==> src/rtl/ser_cmd_pkg.sv <==
package ser_cmd_pkg;

    localparam int BYTE_W = 8;

    typedef enum logic [2:0] {
        S_IDLE,
        S_CMD,
        S_DATA,
        S_RLOAD,
        S_REPLY,
        S_HOLD
    } frame_state_e;

    typedef enum logic [2:0] {
        K_NONE,
        K_RESET,
        K_WR1,
        K_WR2,
        K_RD
    } cmd_kind_e;

    localparam logic [BYTE_W-1:0] CMD_RESET_ALL = 8'h01;
    localparam logic [BYTE_W-1:0] CMD_FLAG_READ = 8'h8F;

endpackage

==> src/rtl/ser_sync.sv <==
module ser_sync #(
    parameter int STAGES = 2
) (
    input  logic clk,
    input  logic rst_n,
    input  logic sck_i,
    input  logic csn_i,
    input  logic sdi_i,
    output logic sck_rise_o,
    output logic csn_s_o,
    output logic sdi_s_o
);
    // bit order within each stage: {sdi, csn, sck}
    localparam logic [2:0] IDLE_LVL = 3'b010;

    typedef struct packed {
        logic [STAGES-1:0][2:0] chain;
        logic                   sck_prev;
    } sync_t;

    sync_t q, d;

    always_comb begin
        d = q;
        d.chain[0] = {sdi_i, csn_i, sck_i};
        for (int i = 1; i < STAGES; i++) begin
            d.chain[i] = q.chain[i-1];
        end
        d.sck_prev = q.chain[STAGES-1][0];
    end

    always_ff @(posedge clk or negedge rst_n) begin
        if (!rst_n) begin
            q.chain    <= {STAGES{IDLE_LVL}};
            q.sck_prev <= 1'b0;
        end else begin
            q <= d;
        end
    end

    assign sck_rise_o = q.chain[STAGES-1][0] & ~q.sck_prev;
    assign csn_s_o    = q.chain[STAGES-1][1];
    assign sdi_s_o    = q.chain[STAGES-1][2];

endmodule

==> src/rtl/ser_cmd_decode.sv <==
module ser_cmd_decode
    import ser_cmd_pkg::*;
(
    input  logic [BYTE_W-1:0] cmd_i,
    output cmd_kind_e         kind_o,
    output logic              clr_on_read_o
);
    always_comb begin
        kind_o        = K_NONE;
        clr_on_read_o = 1'b0;
        unique case (cmd_i)
            CMD_RESET_ALL:                      kind_o = K_RESET;
            8'h80, 8'h82, 8'h88, 8'h8B, 8'h8E:  kind_o = K_WR1;
            8'h83, 8'h84, 8'h8A:                kind_o = K_WR2;
            8'h81:                              kind_o = K_RD;
            CMD_FLAG_READ: begin
                kind_o        = K_RD;
                clr_on_read_o = 1'b1;
            end
            default:                            kind_o = K_NONE;
        endcase
    end
endmodule

==> src/rtl/ser_frame.sv <==
module ser_frame
    import ser_cmd_pkg::*;
#(
    parameter int MAX_BYTES = 2
) (
    input  logic                        clk,
    input  logic                        rst_n,
    input  logic                        sck_rise_i,
    input  logic                        csn_s_i,
    input  logic                        sdi_s_i,
    output logic [BYTE_W-1:0]           cmd_peek_o,
    input  cmd_kind_e                   kind_i,
    input  logic                        clr_on_read_i,
    output logic                        sdo_o,
    output logic                        sdo_oe_o,
    output logic                        wr_stb_o,
    output logic [BYTE_W-1:0]           wr_addr_o,
    output logic [BYTE_W*MAX_BYTES-1:0] wr_data_o,
    output logic                        rst_all_o,
    output logic [BYTE_W-1:0]           rd_addr_o,
    input  logic [BYTE_W-1:0]           rd_data_i,
    output logic                        rd_clr_o
);
    localparam int CNT_W = $clog2(BYTE_W);
    localparam int BUF_W = BYTE_W * MAX_BYTES;
    localparam int BC_W  = $clog2(MAX_BYTES + 1);
    localparam logic [CNT_W-1:0] LAST_BIT = CNT_W'(BYTE_W - 1);

    typedef struct packed {
        frame_state_e      state;
        logic [CNT_W-1:0]  bit_cnt;
        logic [BC_W-1:0]   bytes_left;
        cmd_kind_e         kind;
        logic              clr_req;
        logic [BYTE_W-1:0] cmd;
        logic [BUF_W-1:0]  sh_in;
        logic [BYTE_W-1:0] sh_out;
        logic              oe;
        logic              wr_stb;
        logic [BYTE_W-1:0] wr_addr;
        logic [BUF_W-1:0]  wr_data;
        logic              rst_all;
        logic              rd_clr;
    } frame_t;

    frame_t q, d;

    assign cmd_peek_o = {q.sh_in[BYTE_W-2:0], sdi_s_i};

    always_comb begin
        d         = q;
        d.wr_stb  = 1'b0;
        d.rst_all = 1'b0;
        d.rd_clr  = 1'b0;
        if (csn_s_i) begin
            // deselected: a finished command is applied, anything else dropped
            if (q.state == S_HOLD) begin
                unique case (q.kind)
                    K_WR1: begin
                        d.wr_stb  = 1'b1;
                        d.wr_addr = q.cmd;
                        d.wr_data = BUF_W'(q.sh_in[BYTE_W-1:0]);
                    end
                    K_WR2: begin
                        d.wr_stb  = 1'b1;
                        d.wr_addr = q.cmd;
                        d.wr_data = q.sh_in;
                    end
                    K_RESET: d.rst_all = 1'b1;
                    K_RD:    d.rd_clr  = q.clr_req;
                    default: ;
                endcase
            end
            d.state = S_IDLE;
            d.oe    = 1'b0;
        end else begin
            unique case (q.state)
                S_IDLE: begin
                    d.state   = S_CMD;
                    d.bit_cnt = '0;
                    d.sh_in   = '0;
                    d.kind    = K_NONE;
                    d.clr_req = 1'b0;
                end
                S_CMD: begin
                    if (sck_rise_i) begin
                        d.sh_in = {q.sh_in[BUF_W-2:0], sdi_s_i};
                        if (q.bit_cnt == LAST_BIT) begin
                            d.cmd     = cmd_peek_o;
                            d.kind    = kind_i;
                            d.clr_req = clr_on_read_i;
                            d.bit_cnt = '0;
                            d.sh_in   = '0;
                            unique case (kind_i)
                                K_WR1: begin
                                    d.state      = S_DATA;
                                    d.bytes_left = '0;
                                end
                                K_WR2: begin
                                    d.state      = S_DATA;
                                    d.bytes_left = BC_W'(MAX_BYTES - 1);
                                end
                                K_RD:    d.state = S_RLOAD;
                                default: d.state = S_HOLD;
                            endcase
                        end else begin
                            d.bit_cnt = q.bit_cnt + 1'b1;
                        end
                    end
                end
                S_DATA: begin
                    if (sck_rise_i) begin
                        d.sh_in = {q.sh_in[BUF_W-2:0], sdi_s_i};
                        if (q.bit_cnt == LAST_BIT) begin
                            d.bit_cnt = '0;
                            if (q.bytes_left == '0) begin
                                d.state = S_HOLD;
                            end else begin
                                d.bytes_left = q.bytes_left - 1'b1;
                            end
                        end else begin
                            d.bit_cnt = q.bit_cnt + 1'b1;
                        end
                    end
                end
                S_RLOAD: begin
                    d.sh_out  = rd_data_i;
                    d.oe      = 1'b1;
                    d.bit_cnt = '0;
                    d.state   = S_REPLY;
                end
                S_REPLY: begin
                    if (sck_rise_i) begin
                        d.sh_out = {q.sh_out[BYTE_W-2:0], 1'b0};
                        if (q.bit_cnt == LAST_BIT) begin
                            d.oe    = 1'b0;
                            d.state = S_HOLD;
                        end else begin
                            d.bit_cnt = q.bit_cnt + 1'b1;
                        end
                    end
                end
                default: ;  // S_HOLD: extra edges ignored
            endcase
        end
    end

    always_ff @(posedge clk or negedge rst_n) begin
        if (!rst_n) begin
            q <= '0;
        end else begin
            q <= d;
        end
    end

    assign sdo_o     = q.sh_out[BYTE_W-1];
    assign sdo_oe_o  = q.oe;
    assign wr_stb_o  = q.wr_stb;
    assign wr_addr_o = q.wr_addr;
    assign wr_data_o = q.wr_data;
    assign rst_all_o = q.rst_all;
    assign rd_addr_o = q.cmd;
    assign rd_clr_o  = q.rd_clr;

    assert_pulses_exclusive_R9: assert property (@(posedge clk) disable iff (!rst_n)
        $onehot0({q.wr_stb, q.rst_all, q.rd_clr}));

    assert_oe_low_deselected_R8: assert property (@(posedge clk) disable iff (!rst_n)
        csn_s_i |=> !q.oe);

    assert_stb_after_deselect_R5: assert property (@(posedge clk) disable iff (!rst_n)
        (q.wr_stb || q.rst_all || q.rd_clr) |-> $past(csn_s_i));

    assert_stb_one_cycle_R2: assert property (@(posedge clk) disable iff (!rst_n)
        q.wr_stb |=> !q.wr_stb);

    assert_reply_steady_R7: assert property (@(posedge clk) disable iff (!rst_n)
        (q.oe && !sck_rise_i && !csn_s_i && q.state == S_REPLY) |=> $stable(q.sh_out));

endmodule

==> src/rtl/ser_cmd_slave.sv <==
module ser_cmd_slave
    import ser_cmd_pkg::*;
#(
    parameter int SYNC_STAGES = 2,
    parameter int MAX_BYTES   = 2
) (
    input  logic                        clk,
    input  logic                        rst_n,
    input  logic                        sck_i,
    input  logic                        csn_i,
    input  logic                        sdi_i,
    output logic                        sdo_o,
    output logic                        sdo_oe_o,
    output logic                        wr_stb_o,
    output logic [BYTE_W-1:0]           wr_addr_o,
    output logic [BYTE_W*MAX_BYTES-1:0] wr_data_o,
    output logic                        rst_all_o,
    output logic [BYTE_W-1:0]           rd_addr_o,
    input  logic [BYTE_W-1:0]           rd_data_i,
    output logic                        rd_clr_o
);
    logic              sck_rise, csn_s, sdi_s;
    logic [BYTE_W-1:0] cmd_peek;
    cmd_kind_e         kind;
    logic              clr_on_read;

    ser_sync #(.STAGES(SYNC_STAGES)) u_sync (
        .clk        (clk),
        .rst_n      (rst_n),
        .sck_i      (sck_i),
        .csn_i      (csn_i),
        .sdi_i      (sdi_i),
        .sck_rise_o (sck_rise),
        .csn_s_o    (csn_s),
        .sdi_s_o    (sdi_s)
    );

    ser_cmd_decode u_decode (
        .cmd_i         (cmd_peek),
        .kind_o        (kind),
        .clr_on_read_o (clr_on_read)
    );

    ser_frame #(.MAX_BYTES(MAX_BYTES)) u_frame (
        .clk           (clk),
        .rst_n         (rst_n),
        .sck_rise_i    (sck_rise),
        .csn_s_i       (csn_s),
        .sdi_s_i       (sdi_s),
        .cmd_peek_o    (cmd_peek),
        .kind_i        (kind),
        .clr_on_read_i (clr_on_read),
        .sdo_o         (sdo_o),
        .sdo_oe_o      (sdo_oe_o),
        .wr_stb_o      (wr_stb_o),
        .wr_addr_o     (wr_addr_o),
        .wr_data_o     (wr_data_o),
        .rst_all_o     (rst_all_o),
        .rd_addr_o     (rd_addr_o),
        .rd_data_i     (rd_data_i),
        .rd_clr_o      (rd_clr_o)
    );

endmodule

==> config.mk <==
export PLATFORM = sky130hd
export DESIGN_NAME = ser_cmd_slave
export DESIGN_NICKNAME = d
export VERILOG_FILES = /design/src/rtl/ser_cmd_pkg.sv /design/src/rtl/ser_sync.sv /design/src/rtl/ser_cmd_decode.sv /design/src/rtl/ser_frame.sv /design/src/rtl/ser_cmd_slave.sv
export SDC_FILE = /design/constraint.sdc
export NUM_CORES = 1
export LEC_CHECK = 0
export CELL_PAD_IN_SITES_DETAIL_PLACEMENT = 2
export CELL_PAD_IN_SITES_GLOBAL_PLACEMENT = 2
export CORE_MARGIN = 2
export CORE_UTILIZATION = 39
export CTS_BUF_LIST = sky130_fd_sc_hd__clkbuf_8
export DETAILED_ROUTE_END_ITERATION = 8
export HOLD_SLACK_MARGIN = 0.02
export PLACE_DENSITY = 0.93
export SKIP_CTS_REPAIR_TIMING = 1
export SYNTH_ARGS = -nofsm -noshare
export SYNTH_HDL_FRONTEND = slang
export SYNTH_SLANG_ARGS = --single-unit
==> constraint.sdc <==
create_clock -name clk -period 3.09 [get_ports clk]
set_clock_uncertainty 0.2 [all_clocks]
set_input_delay 0.4635 -clock clk [delete_from_list [all_inputs] [get_ports clk]]
set_output_delay 0.4635 -clock clk [all_outputs]
set_load 0.005 [all_outputs]
Yosys cells after proc, flatten, opt, wreduce, memory -nomap -nowiden. Cells that the tools add are included.

Register bits after elaboration: 79. Latch bits: 0. Memory bits (writable): 0. ROM bits: 0. Logic and storage cells: 115. Memories: 0.

Add/sub/neg operators: 2. Multiply operators: 0. Div/mod/pow operators: 0. $lt $le $gt $ge: 0. Equal/unequal tests: 39. Shifts and indexed selects: 0. Mux-type cells: 31. Bitwise logic cells: 3. Reductions and logical operators: 23.

Operators with widths (count): 8-bit equality test (second input constant) (10); 27-bit two-way mux (2); 25-bit one-hot mux with 2 select lines (1); 16-bit one-hot mux with 3 select lines (1); 36-bit two-way mux (1); 30-bit two-way mux (1); 6-bit one-hot mux with 5 select lines (1); 3-bit two-way mux (7); 3-bit by 2-bit equality test with 1-bit output (second input constant) (6); 9-bit one-hot mux with 2 select lines (1); 16-bit two-way mux (1); 8-bit AND reduction (2); 3-bit equality test (second input constant) (5); 3-bit by 2-bit inequality test with 1-bit output (second input constant) (4); 3-bit inequality test (second input constant) (4); 3-bit one-hot mux with 4 select lines (1); 4-bit AND reduction (3); 2-bit inequality test (second input constant) (5); 9-bit two-way mux (1); 3-bit AND reduction (3); 8-bit by 1-bit equality test with 1-bit output (second input constant) (1); 8-bit two-way mux (1); 2-bit one-hot mux with 2 select lines (2); 4-bit one-hot mux with 2 select lines (1); other kinds (20) (33).

Logic depth before layout (Yosys ltp).
Depth in word-level cells: 10. Depth in mapped cells: 8.

By module. A second synthesis with hierarchy kept.

Cells, all modules: 365. Area, all modules: 3826.2 sq um.

By module, submodules not included: ser_frame (times used 1, cells an instance 340, area an instance 3512.1 sq um); ser_sync (times used 1, cells an instance 8, area an instance 191.4 sq um); ser_cmd_decode (times used 1, cells an instance 17, area an instance 122.6 sq um).

Least setup slack after synthesis. Ideal clock, no wire load.

Path type: register to register. Start point: register u_frame.q[66] (netlist name). End point: register u_frame.q[64] (netlist name). Library setup time: 129 ps. Arrival time: 1760 ps. Data required time: 2761 ps. Setup slack: 1001 ps. Cell stages (with the launch flop): 8. Period minus slack after synthesis: 2089 ps. Cell sequence: dfrtp_1 ha_1 ha_1 nand3b_2 nor4_2 a211oi_1 a31oi_1 o31ai_2.

Longest elaborated chain between the ends: 3. Elaborated cells on any way between the ends: 4. Those cells by class: eq/ne (3); reduce/logical (1).

RTL lines: start: declaration (RTL line ser_frame.sv:46) `frame_t q, d;`; start signal: assignment (RTL line ser_frame.sv:150) `q <= '0;`; start signal: assignment (RTL line ser_frame.sv:152) `q <= d;`; 3-bit equality test * (RTL line ser_frame.sv:88, ser_frame.sv:114); 2-bit by 1-bit inequality test with 1-bit output (no line); 8-bit AND reduction (no line) *.

Mark *: on every way between the ends. The rest lies on a longest branch, timed or not. A chain may end at the register's enable or synchronous reset.

Worst setup path in the final report.
Start point: register u_frame.q[71] (netlist name). End point: register u_frame.q[29] (netlist name).

Longest elaborated chain between the ends: 3. Elaborated cells on any way between the ends: 6. Those cells by class: eq/ne (3); mux (1); reduce/logical (2).

RTL lines: 3-bit equality test / 3-bit by 2-bit equality test with 1-bit output (equally long branches) (RTL line ser_frame.sv:77) `unique case (q.state)`; 2-bit inequality test (no line) / 2-bit nonzero test (equally long branches); 3-bit AND reduction (no line).

Parallel ways exist; a longest one is shown, timed or not.

==> metrics <==
DP Area=4059 µm²; minimum clock period after layout=2.733 ns; Max Transition Viols Final=0; starting DRC count in detailed routing=124; CTS Buffer Depth=2; aggregate global-route resource usage=20.29%; Post-Synthesis Mean Instance Area=10.26 µm²; # diodes=0; final cell count without fillers=506; starting density of the core=40.24%; maximum fanout along the worst path=17; placed wire-length estimate after detailed placement=6112 µm; Avg Vias per Cell=5.300; portion of the post-synthesis area used by sequential elements=52.98%; Worst-Margin Slew=0.9984 ns; number of synthesized flops with an enable pin=0; post-layout instance area=4303 µm²; number of library cell types mapped by synthesis=57; overall die area=10380 µm²; list of cells traversed by the critical path=inv_2 -> nor3_4 -> a21oi_1 -> nor2_2 -> mux2_1; result of the run=finished, final reports clean; Cells after DPL=491; fraction of layout cells with a size suffix above 1=11.41%; Primary FF master, synth=dfrtp_1; antenna violation net count after detailed routing=0; largest vdd supply drop=0.0001887 V; class of the tightest hold or removal check=primary input to async pin; classification of the worst setup path=register to register; Yosys warning count=0; Worst Setup Start Kind=register; vias after detailed routing=2682; critical path data required time=3.12 ns; detailed-route wire length per cell=18.73 µm; delay-heaviest family, CP=simple AND/OR/NAND/NOR gates; commonest non-fill, non-tap cell in the layout=nand2_1; total number of nets in the final design=389; CTS Root Buffer Type=clkbuf_8; worst reg2reg path endpoint=u_frame.q[29]; final count of negative-setup-slack endpoints=0; top-level port count=50; number of buffers inserted during clock tree synthesis=9; MaxCap Viol Count=0; Detailed Route WL=9476 µm; CP Data Arrival Time=2.77 ns; worst slew slack as a fraction of its limit=33.44%; Mapped Cells=364; number of buffers added on ports=49; number of cells on the worst reg-to-reg path=5; deepest level of the CTS H-tree=3; Chip Height=101.9 µm; total global routing overflow=0; worst-path cell with the longest stage delay=dfrtp_1; core area=9284 µm²; clock latency of the later-clocked register in the worst-skew pair=0.35 ns; weighted congestion reported at the end of routability-driven placement=0.7596; count of final hold-check violations=0; proportion of register bits with asynchronous set or reset after synthesis=100.0%; Cell Area, Synth=3736 µm²; unrepaired setup endpoints after global routing=false; clk sink count=79; CTS tree=done; first-pass GRT wire length=16100 µm; number of global-route vias before repair=3000; number of antenna violations at the first check in global routing=0; area growth from synthesis to layout=15.17%; final total negative setup slack=0 ns; Chip Width=101.9 µm; endpoint kind of the worst setup timing path=register; number of storage elements in the synthesis netlist=79; power per standard cell area=488.6 nW/µm²; number of iterations in the first detailed-routing pass=4; maximum number of pins on one net before global-route repair=80; combined buffer and inverter count along the critical path=1; DRC viols=0; standard-cell row count=35; beginning of the worst register-to-register path=u_frame.q[71]; final worst-path cycle share=88.44%; leakage power figure=1.973 nW; Achievable Freq=0.3659 GHz; Max stage delay on crit path=0.77 ns; hold slack=0.07089 ns; leading cell types in the layout, fill and taps excluded=nand2_1 (98), dfrtp_1 (77), clkdlybuf4s50_1 (48); post-synth net total=380; register-to-register setup slack=0.36 ns; Clk pin slew, worst setup/hold paths=0.08 ns
## sequential cells by signal, summed over array words and instances (netlist names)
register / count
u_frame.q: 28
u_frame.wr_data_o: 16
u_frame.rd_addr_o: 8
u_frame.wr_addr_o: 8
u_frame.cmd_peek_o: 7
u_sync.d: 4
u_frame.rd_clr_o: 1
u_frame.rst_all_o: 1
u_frame.sdo_o: 1
u_frame.sdo_oe_o: 1
u_frame.wr_stb_o: 1
u_sync.csn_s_o: 1
u_sync.q: 1
u_sync.sdi_s_o: 1
## how the worst max path moves through the flow
| stage | start | to | cells after the start | slack, ns |
|---|---|---|---|---|
| floorplan | u_frame.q[66] | u_frame.q[64] | 7 | 1.00 |
| global placement | u_frame.q[71] | u_frame.sdo_o | 5 | 0.69 |
| detailed placement | u_frame.q[71] | u_frame.q[29] | 5 | 0.51 |
| CTS | u_frame.q[71] | u_frame.q[29] | 5 | 0.37 |
| global route | u_frame.q[71] | u_frame.q[29] | 5 | 0.20 |
| finish | u_frame.q[71] | u_frame.q[29] | 5 | 0.36 |
## layer usage
| metal | track usage (%) | share of wire (%) | up-vias |
|---|---|---|---|
| met4 | 6.872 | 1.8 | 0 |
| met3 | 4.104 | 2.8 | 14 |
| met2 | 34.21 | 51 | 48 |
| li1 | - | - | 1229 |
| met1 | 26.25 | 44 | 1391 |
| met5 | 0 | 0 | - |
## cells in the mapped netlist (2+ instances only)
cell | count | area, µm²
mux2_2 | 8 | 90.09
nand3_1 | 8 | 40.04
a22o_1 | 15 | 131.4
nand2_1 | 98 | 367.9
ha_1 | 3 | 37.54
nand4b_1 | 2 | 17.52
nor4b_1 | 2 | 17.52
dfstp_2 | 2 | 52.55
xnor2_1 | 2 | 17.52
buf_4 | 34 | 255.2
inv_2 | 2 | 7.510
a31oi_1 | 3 | 18.77
clkbuf_1 | 9 | 33.78
o31ai_1 | 4 | 30.03
or3_1 | 2 | 12.51
or3b_1 | 3 | 26.28
a21oi_1 | 9 | 45.04
inv_1 | 6 | 22.52
dfrtp_1 | 77 | 1927
a211oi_1 | 4 | 30.03
o21ai_1 | 2 | 10.01
mux2_1 | 7 | 78.83
nor4_1 | 2 | 12.51
nor3_1 | 2 | 10.01
buf_2 | 9 | 45.04
o21ai_0 | 8 | 40.04
nand2b_1 | 5 | 31.28
nor2_1 | 6 | 22.52
a22o_2 | 2 | 20.02
## metrics by stage
step / util, % / setup slack, ns / total power [mW]
after floorplan: - / 1.001 / 1.138
after detailed placement: 43.72 / 0.5141 / 1.186
after global placement: 43.72 / 0.6913 / 1.177
final: 46.35 / 0.3573 / 2.102
after global routing: 46.35 / 0.2040 / 2.182
after CTS: 46.35 / 0.3651 / 2.130
## report_power, final
part           switching [mW]  total (mW)  internal, mW
Combinational          0.0601      0.0990        0.0389
Clock                   0.379       0.935         0.556
Sequential             0.0252        1.07          1.04
Total                   0.465        2.10          1.64
## layout make-up
| class | instances | area, µm² |
|---|---|---|
| Inverter | 8 | 30.03 |
| Tap cell | 129 | 161.4 |
| Clock inverter | 5 | 106.4 |
| Timing Repair Buffer | 52 | 510.5 |
| Multi-Input combinational cell | 223 | 1378 |
| Fill cell | 983 | 4981 |
| Sequential cell | 79 | 1979 |
| Clock buffer | 10 | 137.6 |
## logic make-up after synthesis
group | share of synthesized area, %
simple gates | 18.08
compound gates | 12.29
fa+ha+maj | 1.273
flops | 52.98
mux | 4.521
xor+xnor | 0.7034
buf+inv | 10.15
No activity file was read; power rests on OpenSTA's default activity.
